File: src/rtl/lsu_pkg.sv
package lsu_pkg;

    localparam int XLEN   = 32;
    localparam int BYTES  = XLEN / 8;
    localparam int LANE_W = $clog2(BYTES);

    localparam logic [XLEN-1:0] PC_BASE_ADJ  = XLEN'(8);
    localparam logic [XLEN-1:0] PC_STORE_ADJ = XLEN'(12);

    typedef enum logic [1:0] {
        SZ_BYTE = 2'd0,
        SZ_HALF = 2'd1,
        SZ_WORD = 2'd2,
        SZ_RSVD = 2'd3
    } xfer_size_e;

    typedef enum logic [3:0] {
        CC_EQ = 4'd0,  CC_NE = 4'd1,  CC_CS = 4'd2,  CC_CC = 4'd3,
        CC_MI = 4'd4,  CC_PL = 4'd5,  CC_VS = 4'd6,  CC_VC = 4'd7,
        CC_HI = 4'd8,  CC_LS = 4'd9,  CC_GE = 4'd10, CC_LT = 4'd11,
        CC_GT = 4'd12, CC_LE = 4'd13, CC_AL = 4'd14, CC_NV = 4'd15
    } cond_e;

    typedef enum logic [1:0] {
        ST_IDLE   = 2'd0,
        ST_ACCESS = 2'd1,
        ST_FINISH = 2'd2
    } lsu_state_e;

    typedef struct packed {
        logic            load;
        xfer_size_e      size;
        logic            sgn;
        logic            up;
        logic            pre;
        logic            wb;
        logic            base_pc;
        logic            src_pc;
        logic            dst_pc;
        logic [XLEN-1:0] iaddr;
        logic [XLEN-1:0] base;
        logic [XLEN-1:0] offset;
        logic [XLEN-1:0] sdata;
    } lsu_op_t;

    // Number of bytes moved by a transfer size (reserved size acts as word).
    function automatic int unsigned size_bytes(xfer_size_e s);
        case (s)
            SZ_BYTE: return 1;
            SZ_HALF: return 2;
            default: return BYTES;
        endcase
    endfunction

    // Widen a right-justified load value by size and signedness.
    function automatic logic [XLEN-1:0] extend_load(logic [XLEN-1:0] raw,
                                                    xfer_size_e s, logic sgn);
        case (s)
            SZ_BYTE: return {{(XLEN-8){sgn & raw[7]}}, raw[7:0]};
            SZ_HALF: return {{(XLEN-16){sgn & raw[15]}}, raw[15:0]};
            default: return raw;
        endcase
    endfunction

endpackage

File: src/rtl/lsu_cond_eval.sv
module lsu_cond_eval
    import lsu_pkg::*;
(
    input  logic [3:0] code,
    input  logic [3:0] nzcv,
    output logic       pass
);
    logic fn, fz, fc, fv;
    assign {fn, fz, fc, fv} = nzcv;

    always_comb begin
        case (cond_e'(code))
            CC_EQ:   pass = fz;
            CC_NE:   pass = !fz;
            CC_CS:   pass = fc;
            CC_CC:   pass = !fc;
            CC_MI:   pass = fn;
            CC_PL:   pass = !fn;
            CC_VS:   pass = fv;
            CC_VC:   pass = !fv;
            CC_HI:   pass = fc && !fz;
            CC_LS:   pass = !fc || fz;
            CC_GE:   pass = (fn == fv);
            CC_LT:   pass = (fn != fv);
            CC_GT:   pass = !fz && (fn == fv);
            CC_LE:   pass = fz || (fn != fv);
            CC_AL:   pass = 1'b1;
            default: pass = 1'b0;
        endcase
    end
endmodule

File: src/rtl/lsu_addr_gen.sv
module lsu_addr_gen
    import lsu_pkg::*;
(
    input  logic [XLEN-1:0] base,
    input  logic [XLEN-1:0] offset,
    input  logic [XLEN-1:0] iaddr,
    input  logic            base_pc,
    input  logic            up,
    input  logic            pre,
    input  logic            wb,
    output logic [XLEN-1:0] access_addr,
    output logic [XLEN-1:0] base_next,
    output logic            base_upd,
    output logic            user_acc
);
    logic [XLEN-1:0] base_eff;
    logic [XLEN-1:0] soff;

    // A program-counter base reads two instructions ahead.
    assign base_eff    = base_pc ? (iaddr + PC_BASE_ADJ) : base;
    assign soff        = up ? offset : (~offset + XLEN'(1));
    assign base_next   = base_eff + soff;
    assign access_addr = pre ? base_next : base_eff;
    // Post-indexed forms always update; pre-indexed only on request.
    assign base_upd    = !pre || wb;
    // Post-indexed with the writeback bit is the user-privilege form.
    assign user_acc    = !pre && wb;
endmodule

File: src/rtl/lsu_lane_map.sv
module lsu_lane_map
    import lsu_pkg::*;
(
    input  xfer_size_e        size,
    input  logic              sgn,
    input  logic [LANE_W-1:0] addr_lo,
    input  logic [XLEN-1:0]   store_src,
    input  logic [XLEN-1:0]   rdata,
    output logic [BYTES-1:0]  strb,
    output logic [XLEN-1:0]   wdata,
    output logic [XLEN-1:0]   load_val
);
    logic [LANE_W-1:0] lane_sel;
    logic [XLEN-1:0]   shifted;

    for (genvar g = 0; g < BYTES; g++) begin : g_lane
        localparam logic [LANE_W-1:0] LN = LANE_W'(g);
        assign strb[g] = (size == SZ_BYTE) ? (addr_lo == LN) :
                         (size == SZ_HALF) ? (addr_lo[LANE_W-1:1] == LN[LANE_W-1:1]) :
                                             1'b1;
        assign wdata[8*g +: 8] = (size == SZ_BYTE) ? store_src[7:0] :
                                 (size == SZ_HALF) ? store_src[8*(g%2) +: 8] :
                                                     store_src[8*g +: 8];
    end

    always_comb begin
        case (size)
            SZ_BYTE: lane_sel = addr_lo;
            SZ_HALF: lane_sel = {addr_lo[LANE_W-1:1], 1'b0};
            default: lane_sel = '0;
        endcase
    end

    assign shifted  = rdata >> {lane_sel, 3'b000};
    assign load_val = extend_load(shifted, size, sgn);
endmodule

File: src/rtl/lsu_exec_unit.sv
module lsu_exec_unit
    import lsu_pkg::*;
#(
    parameter int OFF_W = 12
) (
    input  logic             clk,
    input  logic             rst,
    input  logic             req_valid,
    output logic             req_ready,
    input  logic [3:0]       cond_code,
    input  logic [3:0]       flags_nzcv,
    input  logic             op_load,
    input  logic [1:0]       op_size,
    input  logic             op_signed,
    input  logic             op_up,
    input  logic             op_pre,
    input  logic             op_wb,
    input  logic             base_is_pc,
    input  logic             src_is_pc,
    input  logic             dst_is_pc,
    input  logic [XLEN-1:0]  inst_addr,
    input  logic [XLEN-1:0]  base_val,
    input  logic             off_use_reg,
    input  logic [OFF_W-1:0] off_imm,
    input  logic [XLEN-1:0]  off_reg,
    input  logic [XLEN-1:0]  store_val,
    output logic             mem_valid,
    input  logic             mem_ready,
    output logic             mem_write,
    output logic             mem_user,
    output logic [XLEN-1:0]  mem_addr,
    output logic [BYTES-1:0] mem_strb,
    output logic [XLEN-1:0]  mem_wdata,
    input  logic [XLEN-1:0]  mem_rdata,
    input  logic             mem_fault,
    output logic             done,
    output logic             executed,
    output logic             faulted,
    output logic             load_wen,
    output logic [XLEN-1:0]  load_data,
    output logic             base_wen,
    output logic [XLEN-1:0]  base_wdata,
    output logic             branch_req,
    output logic [XLEN-1:0]  branch_target
);
    lsu_state_e      state;
    lsu_op_t         op_in, op_q;
    logic            skip_q, fault_q;
    logic [XLEN-1:0] rdata_q;
    logic            cond_pass;
    logic            base_upd;
    logic [XLEN-1:0] store_src;
    logic [XLEN-1:0] ext_val;
    logic            commit;

    lsu_cond_eval u_cond (
        .code (cond_code),
        .nzcv (flags_nzcv),
        .pass (cond_pass)
    );

    always_comb begin
        op_in.load    = op_load;
        op_in.size    = xfer_size_e'(op_size);
        op_in.sgn     = op_signed;
        op_in.up      = op_up;
        op_in.pre     = op_pre;
        op_in.wb      = op_wb;
        op_in.base_pc = base_is_pc;
        op_in.src_pc  = src_is_pc;
        op_in.dst_pc  = dst_is_pc;
        op_in.iaddr   = inst_addr;
        op_in.base    = base_val;
        op_in.offset  = off_use_reg ? off_reg : {{(XLEN-OFF_W){1'b0}}, off_imm};
        op_in.sdata   = store_val;
    end

    always_ff @(posedge clk) begin
        if (rst) begin
            state   <= ST_IDLE;
            op_q    <= '0;
            skip_q  <= 1'b0;
            fault_q <= 1'b0;
            rdata_q <= '0;
        end else begin
            case (state)
                ST_IDLE: begin
                    if (req_valid) begin
                        op_q    <= op_in;
                        skip_q  <= !cond_pass;
                        fault_q <= 1'b0;
                        state   <= cond_pass ? ST_ACCESS : ST_FINISH;
                    end
                end
                ST_ACCESS: begin
                    if (mem_ready) begin
                        rdata_q <= mem_rdata;
                        fault_q <= mem_fault;
                        state   <= ST_FINISH;
                    end
                end
                default: state <= ST_IDLE;
            endcase
        end
    end

    lsu_addr_gen u_addr (
        .base        (op_q.base),
        .offset      (op_q.offset),
        .iaddr       (op_q.iaddr),
        .base_pc     (op_q.base_pc),
        .up          (op_q.up),
        .pre         (op_q.pre),
        .wb          (op_q.wb),
        .access_addr (mem_addr),
        .base_next   (base_wdata),
        .base_upd    (base_upd),
        .user_acc    (mem_user)
    );

    // A program-counter store source reads three instructions ahead.
    assign store_src = op_q.src_pc ? (op_q.iaddr + PC_STORE_ADJ) : op_q.sdata;

    lsu_lane_map u_lanes (
        .size      (op_q.size),
        .sgn       (op_q.sgn),
        .addr_lo   (mem_addr[LANE_W-1:0]),
        .store_src (store_src),
        .rdata     (rdata_q),
        .strb      (mem_strb),
        .wdata     (mem_wdata),
        .load_val  (ext_val)
    );

    assign req_ready     = (state == ST_IDLE);
    assign mem_valid     = (state == ST_ACCESS);
    assign mem_write     = !op_q.load;
    assign done          = (state == ST_FINISH);
    assign executed      = done && !skip_q;
    assign faulted       = executed && fault_q;
    assign commit        = executed && !fault_q;
    assign load_wen      = commit && op_q.load && !op_q.dst_pc;
    assign load_data     = ext_val;
    assign branch_req    = commit && op_q.load && op_q.dst_pc;
    assign branch_target = ext_val;
    assign base_wen      = commit && base_upd;


    mem_hold_chk: assert property (@(posedge clk) disable iff (rst)
        (mem_valid && !mem_ready) |=> (mem_valid && $stable(mem_addr)
                                       && $stable(mem_wdata) && $stable(mem_strb)));


    done_pulse_chk: assert property (@(posedge clk) disable iff (rst)
        done |=> !done);


    skip_no_access_chk: assert property (@(posedge clk) disable iff (rst)
        (req_valid && req_ready && !cond_pass) |=> (done && !executed && !mem_valid));


    pre_wb_addr_chk: assert property (@(posedge clk) disable iff (rst)
        (base_wen && op_q.pre) |-> (base_wdata == mem_addr));


    strb_count_chk: assert property (@(posedge clk) disable iff (rst)
        mem_valid |-> ($countones(mem_strb) == size_bytes(op_q.size)));


    fault_no_write_chk: assert property (@(posedge clk) disable iff (rst)
        faulted |-> (!load_wen && !base_wen && !branch_req));


    branch_excl_chk: assert property (@(posedge clk) disable iff (rst)
        branch_req |-> !load_wen);
endmodule

File: config.mk
export PLATFORM = sky130hd
export DESIGN_NAME = lsu_exec_unit
export DESIGN_NICKNAME = d
export VERILOG_FILES = /design/src/rtl/lsu_pkg.sv /design/src/rtl/lsu_cond_eval.sv /design/src/rtl/lsu_addr_gen.sv /design/src/rtl/lsu_lane_map.sv /design/src/rtl/lsu_exec_unit.sv
export SDC_FILE = /design/constraint.sdc
export NUM_CORES = 1
export LEC_CHECK = 0
export ABC_AREA = 1
export ABC_CLOCK_PERIOD_IN_PS = 9300
export BUFFER_PORTS_ARGS = -buffer_cell sky130_fd_sc_hd__clkbuf_2
export CORE_UTILIZATION = 25
export CTS_CLUSTER_DIAMETER = 200
export DETAILED_ROUTE_END_ITERATION = 7
export GPL_ROUTABILITY_DRIVEN = 0
export HOLD_SLACK_MARGIN = 0.03
export SLEW_MARGIN = 25
export SYNTH_ARGS = -nofsm -noshare
export SYNTH_HDL_FRONTEND = slang
export SYNTH_HIERARCHICAL = 1
export SYNTH_SLANG_ARGS = --single-unit
File: constraint.sdc
create_clock -name clk -period 9.3 [get_ports clk]
set_input_delay 1.86 -clock clk [delete_from_list [all_inputs] [get_ports clk]]
set_output_delay 1.86 -clock clk [all_outputs]
set_load 0.01 [all_outputs]
==> results.toml, run 1 <==
[timing]
setup_viol = 0
max_slew_margin_vs_limit = 0.3393
finalHoldWorstSlack_ns = 0.4648
setup_total_negative_slack_ns = 0
worst_slew_pin_slew_ns = 0.9911
fmax_ghz = 0.1587
report.final.hold_viol_count = 0
finalWorstPathRequiredPeriod_ns = 6.301
rsz0062_at_grt = "no"
setup_skew_after_layout_ns = 0.01118
maxSlewViolCount = 0
timing.final.crit_share = 0.6776

[outcome]
run_status = "finished clean"

[synth]
warnings_from_yosys = 6
postSynth.asyncResetShare = 0
synth.lib_cells_used.distinct = 51
synthesized_nets = 2555
synth-edff-count = 0
postSynthCellCount = 2327
syn_area_per_cell_um2 = 5.991
yosysSeqAreaShare = 0.2498
netlist_top_cells_area = "sky130_fd_sc_hd__dfxtp_1 (25%), sky130_fd_sc_hd__nand2_1 (23%), sky130_fd_sc_hd__a21oi_1 (7.4%), sky130_fd_sc_hd__nor2_1 (5.6%), sky130_fd_sc_hd__nand3_1 (5.6%)"
synth_ff_type = "sky130_fd_sc_hd__dfxtp_1"
postSynthRegisterBits = 174
synth_area_leader_cell = "sky130_fd_sc_hd__dfxtp_1"
syn_area_um2 = 13940
proportion_of_netlist_area_held_by_the_largest_area_contributor = 0.2498

[route]
post_drt_via_cell_ratio = 4.744
drt.antenna.violating_nets = 0
remaining_drc_errors = 0
drt-pass1-iter-count = 7
sum_of_routed_wire_length_over_all_layers_um = 58580
dr.first_iter.drc_count = 1651
route.vias.total = 15860
routed_wire_length_per_instance_um = 17.52

[global_routing]
grt_antenna_before_repair = 2
grt_pass1_wl_um = 86460
met2_usage = 0.3229
grt_max_degree = 104
gr-usage-all-layers = 0.2016
use_met1 = 0.2766
grt-ovfl-total = 0
met3_usage = 0.04142
vias_in_the_first_global_route = 14070
busiest_layer = "met2"

[floorplan]
placementRows = 86
core-area_um2 = 55090
floorplan.io_pins = 370
initial_core_util = 0.2531
die-height_um = 238.2
die_width_um = 238.2
design.die.area_um2 = 56720

[setup_path]
crit_required_ns = 7.44
crit_path_end_kind = "primary output"
critical_path_start_type = "register"
critical_path_arrival_ns = 4.44
regToRegSetupSlack_ns = 6.85
criticalPathCategory = "register to primary output"
crit_fanout = 34

[cts]
cts_post_setup_buffers_inserted = 0
clock_insertion_delay_worst_skew_ns = 0.47
cts.root.buffer_cell = "sky130_fd_sc_hd__clkbuf_16"
hold_buffers_post_cts = 0
cts_htree_levels = 4
clk_path_buf_depth = 2
cts_buffers = 17
cts_tree = "done"
clkSinkCount = 174
ctsResizeCount = 0
clkSlewWorstSetupHoldPaths_ns = 0.07

[min_path]
timing.hold.worst.class = "register to register"

[power]
peakVddDrop_mv = 0.1420
p_total_mw = 2.970
cellPowerDensity_nw_per_um2 = 179.2
leakage_nw = 7.969

[final_layout]
finish.net_count = 2811
fillers = 6409
count_of_antenna_diodes_in_the_layout = 0
drive_gt1_frac = 0.1996
synthToLayoutAreaGrowth_pct = 18.86

[place]
hpwlAfterDp_um = 46040
port_bufs = 369

[flow_run]
max_cap_viol_count = 0
-- where the power goes --
group,internal [mW],switching (mW)
registers,0.797,0.0690
clock network,0.362,0.365
logic,0.458,0.919
-- final cells by class --
class                   count  area, um^2  share of cell area
clock buffers              19       452.9             0.02733
clock inverters            12       107.6            0.006493
inverters                 187       704.4             0.04251
multi-input cells        1822        8944              0.5397
flip-flops and latches    174        3485              0.2103
well taps                 748       935.9             0.05647
repair buffers            381        1943              0.1173
-- cells in the mapped netlist, drive strengths merged (11+ instances only) --
cell type  count
nor2         234
nor3          14
a211oi        28
ha            31
and2          11
dfxtp        174
inv          185
xnor2         25
clkbuf        50
xor2          41
nand3        171
a21oi        206
nand3b        16
o21ai         94
nand4         24
nand2        878
buf           94
-- final timing paths --
path	start	end	cells after the start
setup reg to reg	state[1]	op_q[56]	6
hold reg to reg	op_q[88]	op_q[88]	2
setup / recovery	op_q[133]	branch_target[30]	14
hold / removal	op_q[88]	op_q[88]	2
-- critical path: stages (launching register included) --
cell and delay (ns):
sky130_fd_sc_hd__dfxtp_1 0.55, sky130_fd_sc_hd__inv_2 0.33, sky130_fd_sc_hd__nand2_1 0.12, sky130_fd_sc_hd__o21ai_0 0.15
sky130_fd_sc_hd__fa_1 0.57, sky130_fd_sc_hd__nor2_1 0.05, sky130_fd_sc_hd__a31oi_1 0.32, sky130_fd_sc_hd__inv_1 0.17
sky130_fd_sc_hd__nor2_4 0.37, sky130_fd_sc_hd__inv_1 0.38, sky130_fd_sc_hd__nand3_1 0.20, sky130_fd_sc_hd__nand2_2 0.09
sky130_fd_sc_hd__nand2_4 0.27, sky130_fd_sc_hd__nand3_1 0.21, sky130_fd_sc_hd__clkbuf_2 0.18
-- routing by layer --
metal,vias to the layer above,share of wire,routed length (um)
li1,7948,-,-
met1,7170,0.44,25840
met2,680,0.45,26590
met3,58,0.088,5152
met4,4,0.017,968
met5,-,0.00051,30
-- stage by stage --
stage | setup slack (ns) | cell area (um^2) | util | cells
floorplan | 3.978 | 13940 | - | 2327
global placement | 3.518 | 16010 | 0.2906 | 3312
detailed placement | 3.435 | 16010 | 0.2906 | 3312
CTS | 2.899 | 16570 | 0.3008 | 3343
global route | 2.548 | 16570 | 0.3008 | 3343
finish | 2.999 | 16570 | 0.3008 | 3343
-- state kept, by name (all words and copies together), names as in the netlist --
register	cells
skip_q	1
op_q	138
rdata_q	32
fault_q	1
state	2
-- cell usage in the layout (no fill, tap or decap), types with 3 or more instances in the layout --
master	synthesis	routed
sky130_fd_sc_hd__xnor2_1	25	25
sky130_fd_sc_hd__clkbuf_16	0	17
sky130_fd_sc_hd__o211ai_1	7	7
sky130_fd_sc_hd__dfxtp_1	174	173
sky130_fd_sc_hd__nand3b_1	16	16
sky130_fd_sc_hd__ha_1	31	31
sky130_fd_sc_hd__xor2_1	39	39
sky130_fd_sc_hd__o21ai_0	80	80
sky130_fd_sc_hd__clkinv_4	0	4
sky130_fd_sc_hd__a31oi_1	9	9
sky130_fd_sc_hd__nand3_1	155	155
sky130_fd_sc_hd__o31ai_1	4	4
sky130_fd_sc_hd__inv_1	178	178
sky130_fd_sc_hd__nor4_1	4	4
sky130_fd_sc_hd__o21ai_1	12	12
sky130_fd_sc_hd__o22ai_1	3	3
sky130_fd_sc_hd__o21bai_1	4	4
sky130_fd_sc_hd__nand2_1	838	838
sky130_fd_sc_hd__a21oi_1	206	206
sky130_fd_sc_hd__nand2_2	28	28
sky130_fd_sc_hd__inv_2	7	6
sky130_fd_sc_hd__nor2_1	207	207
sky130_fd_sc_hd__a211oi_1	28	28
sky130_fd_sc_hd__nor2_4	12	12
sky130_fd_sc_hd__nand2_4	11	11
sky130_fd_sc_hd__and2_1	11	11
sky130_fd_sc_hd__nand3_2	16	16
sky130_fd_sc_hd__clkbuf_2	0	368
sky130_fd_sc_hd__nor3_1	13	13
sky130_fd_sc_hd__nor2_8	4	4
sky130_fd_sc_hd__nand4_1	24	24
sky130_fd_sc_hd__nor2_2	11	11
sky130_fd_sc_hd__or2_2	6	6
sky130_fd_sc_hd__buf_4	50	12
-- logic make-up after synthesis --
logic type / Yosys count / share of synthesized area
AND/OR/NAND/NOR: 1361 / 0.4278
adder cells (fa/ha/maj): 32 / 0.02926
AO/OA/AOI/OAI: 363 / 0.1419
flip-flops: 174 / 0.2498
buffers and inverters: 331 / 0.1087
XOR/XNOR: 66 / 0.04254
No activity file was read; power rests on OpenSTA's default activity.
==> run 2, diff against run 1 <==
ABC_AREA = 0   (was 1)
ABC_CLOCK_PERIOD_IN_PS = 5300   (was 9300)
clock period = 5.3 ns   (was 9.3 ns; I/O delays follow)
==> results.toml, run 2 <==
[min_path]
timing.hold.worst.class = "register to register"
hold_depth = 2
worstHoldEndpoint = "op_q[0]"
startpoint_of_the_tightest_hold_check_path = "op_q[0]"

[outcome]
violations = "setup timing"
run_status = "finished, violations left"

[cts]
clk_path_buf_depth = 2
clkSlewWorstSetupHoldPaths_ns = 0.07
cts_htree_levels = 4
hold_buffers_post_cts = 0
cts.root.buffer_cell = "sky130_fd_sc_hd__clkbuf_16"
clock_insertion_delay_worst_skew_ns = 0.47
cts_tree = "done"
cts_buffers = 17
clkSinkCount = 174

[setup_path]
crit_family = "simple AND/OR/NAND/NOR gates"
crit_required_ns = 4.24
worstReg2RegEnd = "op_q[130]"
criticalPathCategory = "register to primary output"
critical_path_arrival_ns = 4.50
worstReg2RegStart = "state[1]"
crit_path_cell_trace = "ha_4 > nand4_1 > buf_4 > or3_4 > buf_6 > nor2_4 > buf_4 > nand2_1 > xor2_1 > a21oi_1 > ha_1 > nand2_1 > nor3_1 > or3b_1 > o2111a_1 > a221o_1 > clkbuf_2"
crit_path_end_kind = "primary output"
critical_path.max_stage_delay_ns = 0.48
reg2reg_depth = 5
crit_fanout = 5
count_of_buffering_cells_on_the_critical_path_with_inverters_included = 4
regToRegSetupSlack_ns = 2.95
worst_path_max_delay_cell = "sky130_fd_sc_hd__ha_1"
critical_path_start_type = "register"

[timing]
worst_slew_pin_slew_ns = 0.9888
rsz0062_at_grt = "yes"
setup_viol = 12
maxSlewViolCount = 0
post-route-worst-setup-slack_ns = -0.2604
max_slew_margin_vs_limit = 0.3408
finalWorstPathRequiredPeriod_ns = 5.560
setup_skew_after_layout_ns = 0.004964
timing.final.crit_share = 1.049
fmax_ghz = 0.1798
report.final.hold_viol_count = 0

[final_layout]
largest_register_ff_count = 138
synthToLayoutAreaGrowth_pct = 32.16
most_common_cell_after_layout_fill_and_taps_aside = "sky130_fd_sc_hd__nand2_1"
drive_gt1_frac = 0.3388
mostFrequentLayoutCells = "sky130_fd_sc_hd__nand2_1 (360), sky130_fd_sc_hd__clkbuf_2 (358), sky130_fd_sc_hd__a21oi_1 (209), sky130_fd_sc_hd__dfxtp_1 (164), sky130_fd_sc_hd__nor2_1 (114)"
finish.net_count = 2302
reg.largest.list = "op_q (138), rdata_q (32), state (2)"
largest-register = "op_q"
layoutNonFillerInstCount = 2752

[place]
port_bufs = 369
hpwlAfterDp_um = 42020
placed_instance_count = 2680
dp_worst_setup_slack_ns = 0.03359

[route]
post_drt_via_cell_ratio = 5.076
sum_of_routed_wire_length_over_all_layers_um = 54400
route.vias.total = 13970
remaining_drc_errors = 0
drt-pass1-iter-count = 6
dr.first_iter.drc_count = 896
drt.antenna.violating_nets = 0
routed_wire_length_per_instance_um = 19.77

[floorplan]
placementRows = 81
die-height_um = 226.1
initial_core_util = 0.2550
core-area_um2 = 49250
die_width_um = 226.1
design.die.area_um2 = 51130
floorplan.io_pins = 370

[synth]
yosysSeqAreaShare = 0.2774
synth.lib_cells_used.distinct = 96
synth-edff-count = 0
syn_area_um2 = 12560
synth_area_leader_cell = "sky130_fd_sc_hd__dfxtp_1"
postSynthRegisterBits = 174
post_synth_most_frequent_cells = "sky130_fd_sc_hd__nand2_1 (364), sky130_fd_sc_hd__a21oi_1 (226), sky130_fd_sc_hd__dfxtp_1 (174)"
postSynthCellCount = 1723
postSynth.asyncResetShare = 0
synthesized_nets = 1951
netlist_top_cells_area = "sky130_fd_sc_hd__dfxtp_1 (28%), sky130_fd_sc_hd__nand2_1 (11%), sky130_fd_sc_hd__a21oi_1 (9.0%), sky130_fd_sc_hd__xor2_1 (3.7%), sky130_fd_sc_hd__nor2_1 (3.6%)"
warnings_from_yosys = 6
proportion_of_netlist_area_held_by_the_largest_area_contributor = 0.2774
synth_ff_type = "sky130_fd_sc_hd__dfxtp_1"
syn_area_per_cell_um2 = 7.289
synth_most_common_cell = "sky130_fd_sc_hd__nand2_1"

[power]
peakVddDrop_mv = 0.2503
cellPowerDensity_nw_per_um2 = 328.0
p_total_mw = 5.444
leakage_nw = 6.831

[global_routing]
grt_max_degree = 97
vias_in_the_first_global_route = 13580
grt-ovfl-total = 0
grt_antenna_before_repair = 2
grt_pass1_wl_um = 78250
gr-usage-all-layers = 0.2050

[flow_run]
max_cap_viol_count = 0
[run 2: final cells by class]
class,count,area [um^2]
Fill cell,5245,32660
Multi-Input combinational cell,1348,8751
Sequential cell,174,3506
Timing Repair Buffer,486,2774
Tap cell,664,830.8
Clock buffer,21,470.5
Inverter,47,178.9
Clock inverter,11,83.83
Antenna cell,1,2.502
[run 2: worst max-delay path by stage]
stage	start	to	slack, ns	depth (start not counted)
after CTS	op_q[100]	mem_addr[28]	-0.05	18
final	op_q[100]	mem_addr[29]	-0.26	17
after global placement	op_q[99]	mem_addr[29]	0.13	17
after detailed placement	op_q[100]	mem_addr[29]	0.03	16
after global routing	op_q[38]	mem_addr[24]	-0.40	17
after floorplan	op_q[130]	mem_addr[24]	0.12	16
[run 2: metrics by stage]
step | setup TNS (ns) | hold WS (ns) | util | area, um^2
final | -1.746 | 0.4553 | 0.3370 | 16600
after floorplan | 0 | 0.4318 | - | 12560
after global placement | 0 | 0.4418 | 0.3063 | 15080
after detailed placement | 0 | 0.4459 | 0.3063 | 15080
after global routing | -3.980 | 0.4713 | 0.3370 | 16600
after CTS | -0.2230 | 0.4564 | 0.3289 | 16200
[run 2: report_power, final]
part | total (mW) | switching, mW | internal, mW
Clock | 1.24 | 0.599 | 0.641
Sequential | 1.49 | 0.0987 | 1.40
Combinational | 2.71 | 1.58 | 1.13
Total | 5.44 | 2.28 | 3.16
[run 2: cells by family after synthesis]
logic type               count (synthesis)  share of synthesized area
AND/OR/NAND/NOR                        678                     0.2485
XOR/XNOR                               106                    0.07512
multiplexers                            75                    0.07144
AO/OA/AOI/OAI                          455                     0.2177
flip-flops                             174                     0.2774
buffers and inverters                  201                    0.07572
adder cells (fa/ha/maj)                 34                    0.03417
[run 2: metal layers]
metal  GRT usage  wire length [um]  vias to the layer above
met2      0.3483             25500                      592
met4     0.08871              2071                        2
met5           0                11                        -
li1            -                 -                     6668
met1      0.2462             23200                     6604
met3     0.04658              3616                      102
[run 2: worst register-to-register path: stages (launching register included)]
cell and delay [ns]:
sky130_fd_sc_hd__dfxtp_1 0.35, sky130_fd_sc_hd__nor2_1 0.30, sky130_fd_sc_hd__and2_4 0.66, sky130_fd_sc_hd__buf_12 0.38
sky130_fd_sc_hd__nand2_1 0.26, sky130_fd_sc_hd__a21oi_1 0.30
[run 2: repair_timing]
item                       in CTS  in global routing
pin swaps                      51                 26
setup buffers                  27                 13
gates cloned                    0                  0
resized for setup              78                 66
setup endpoints to repair      27                 26
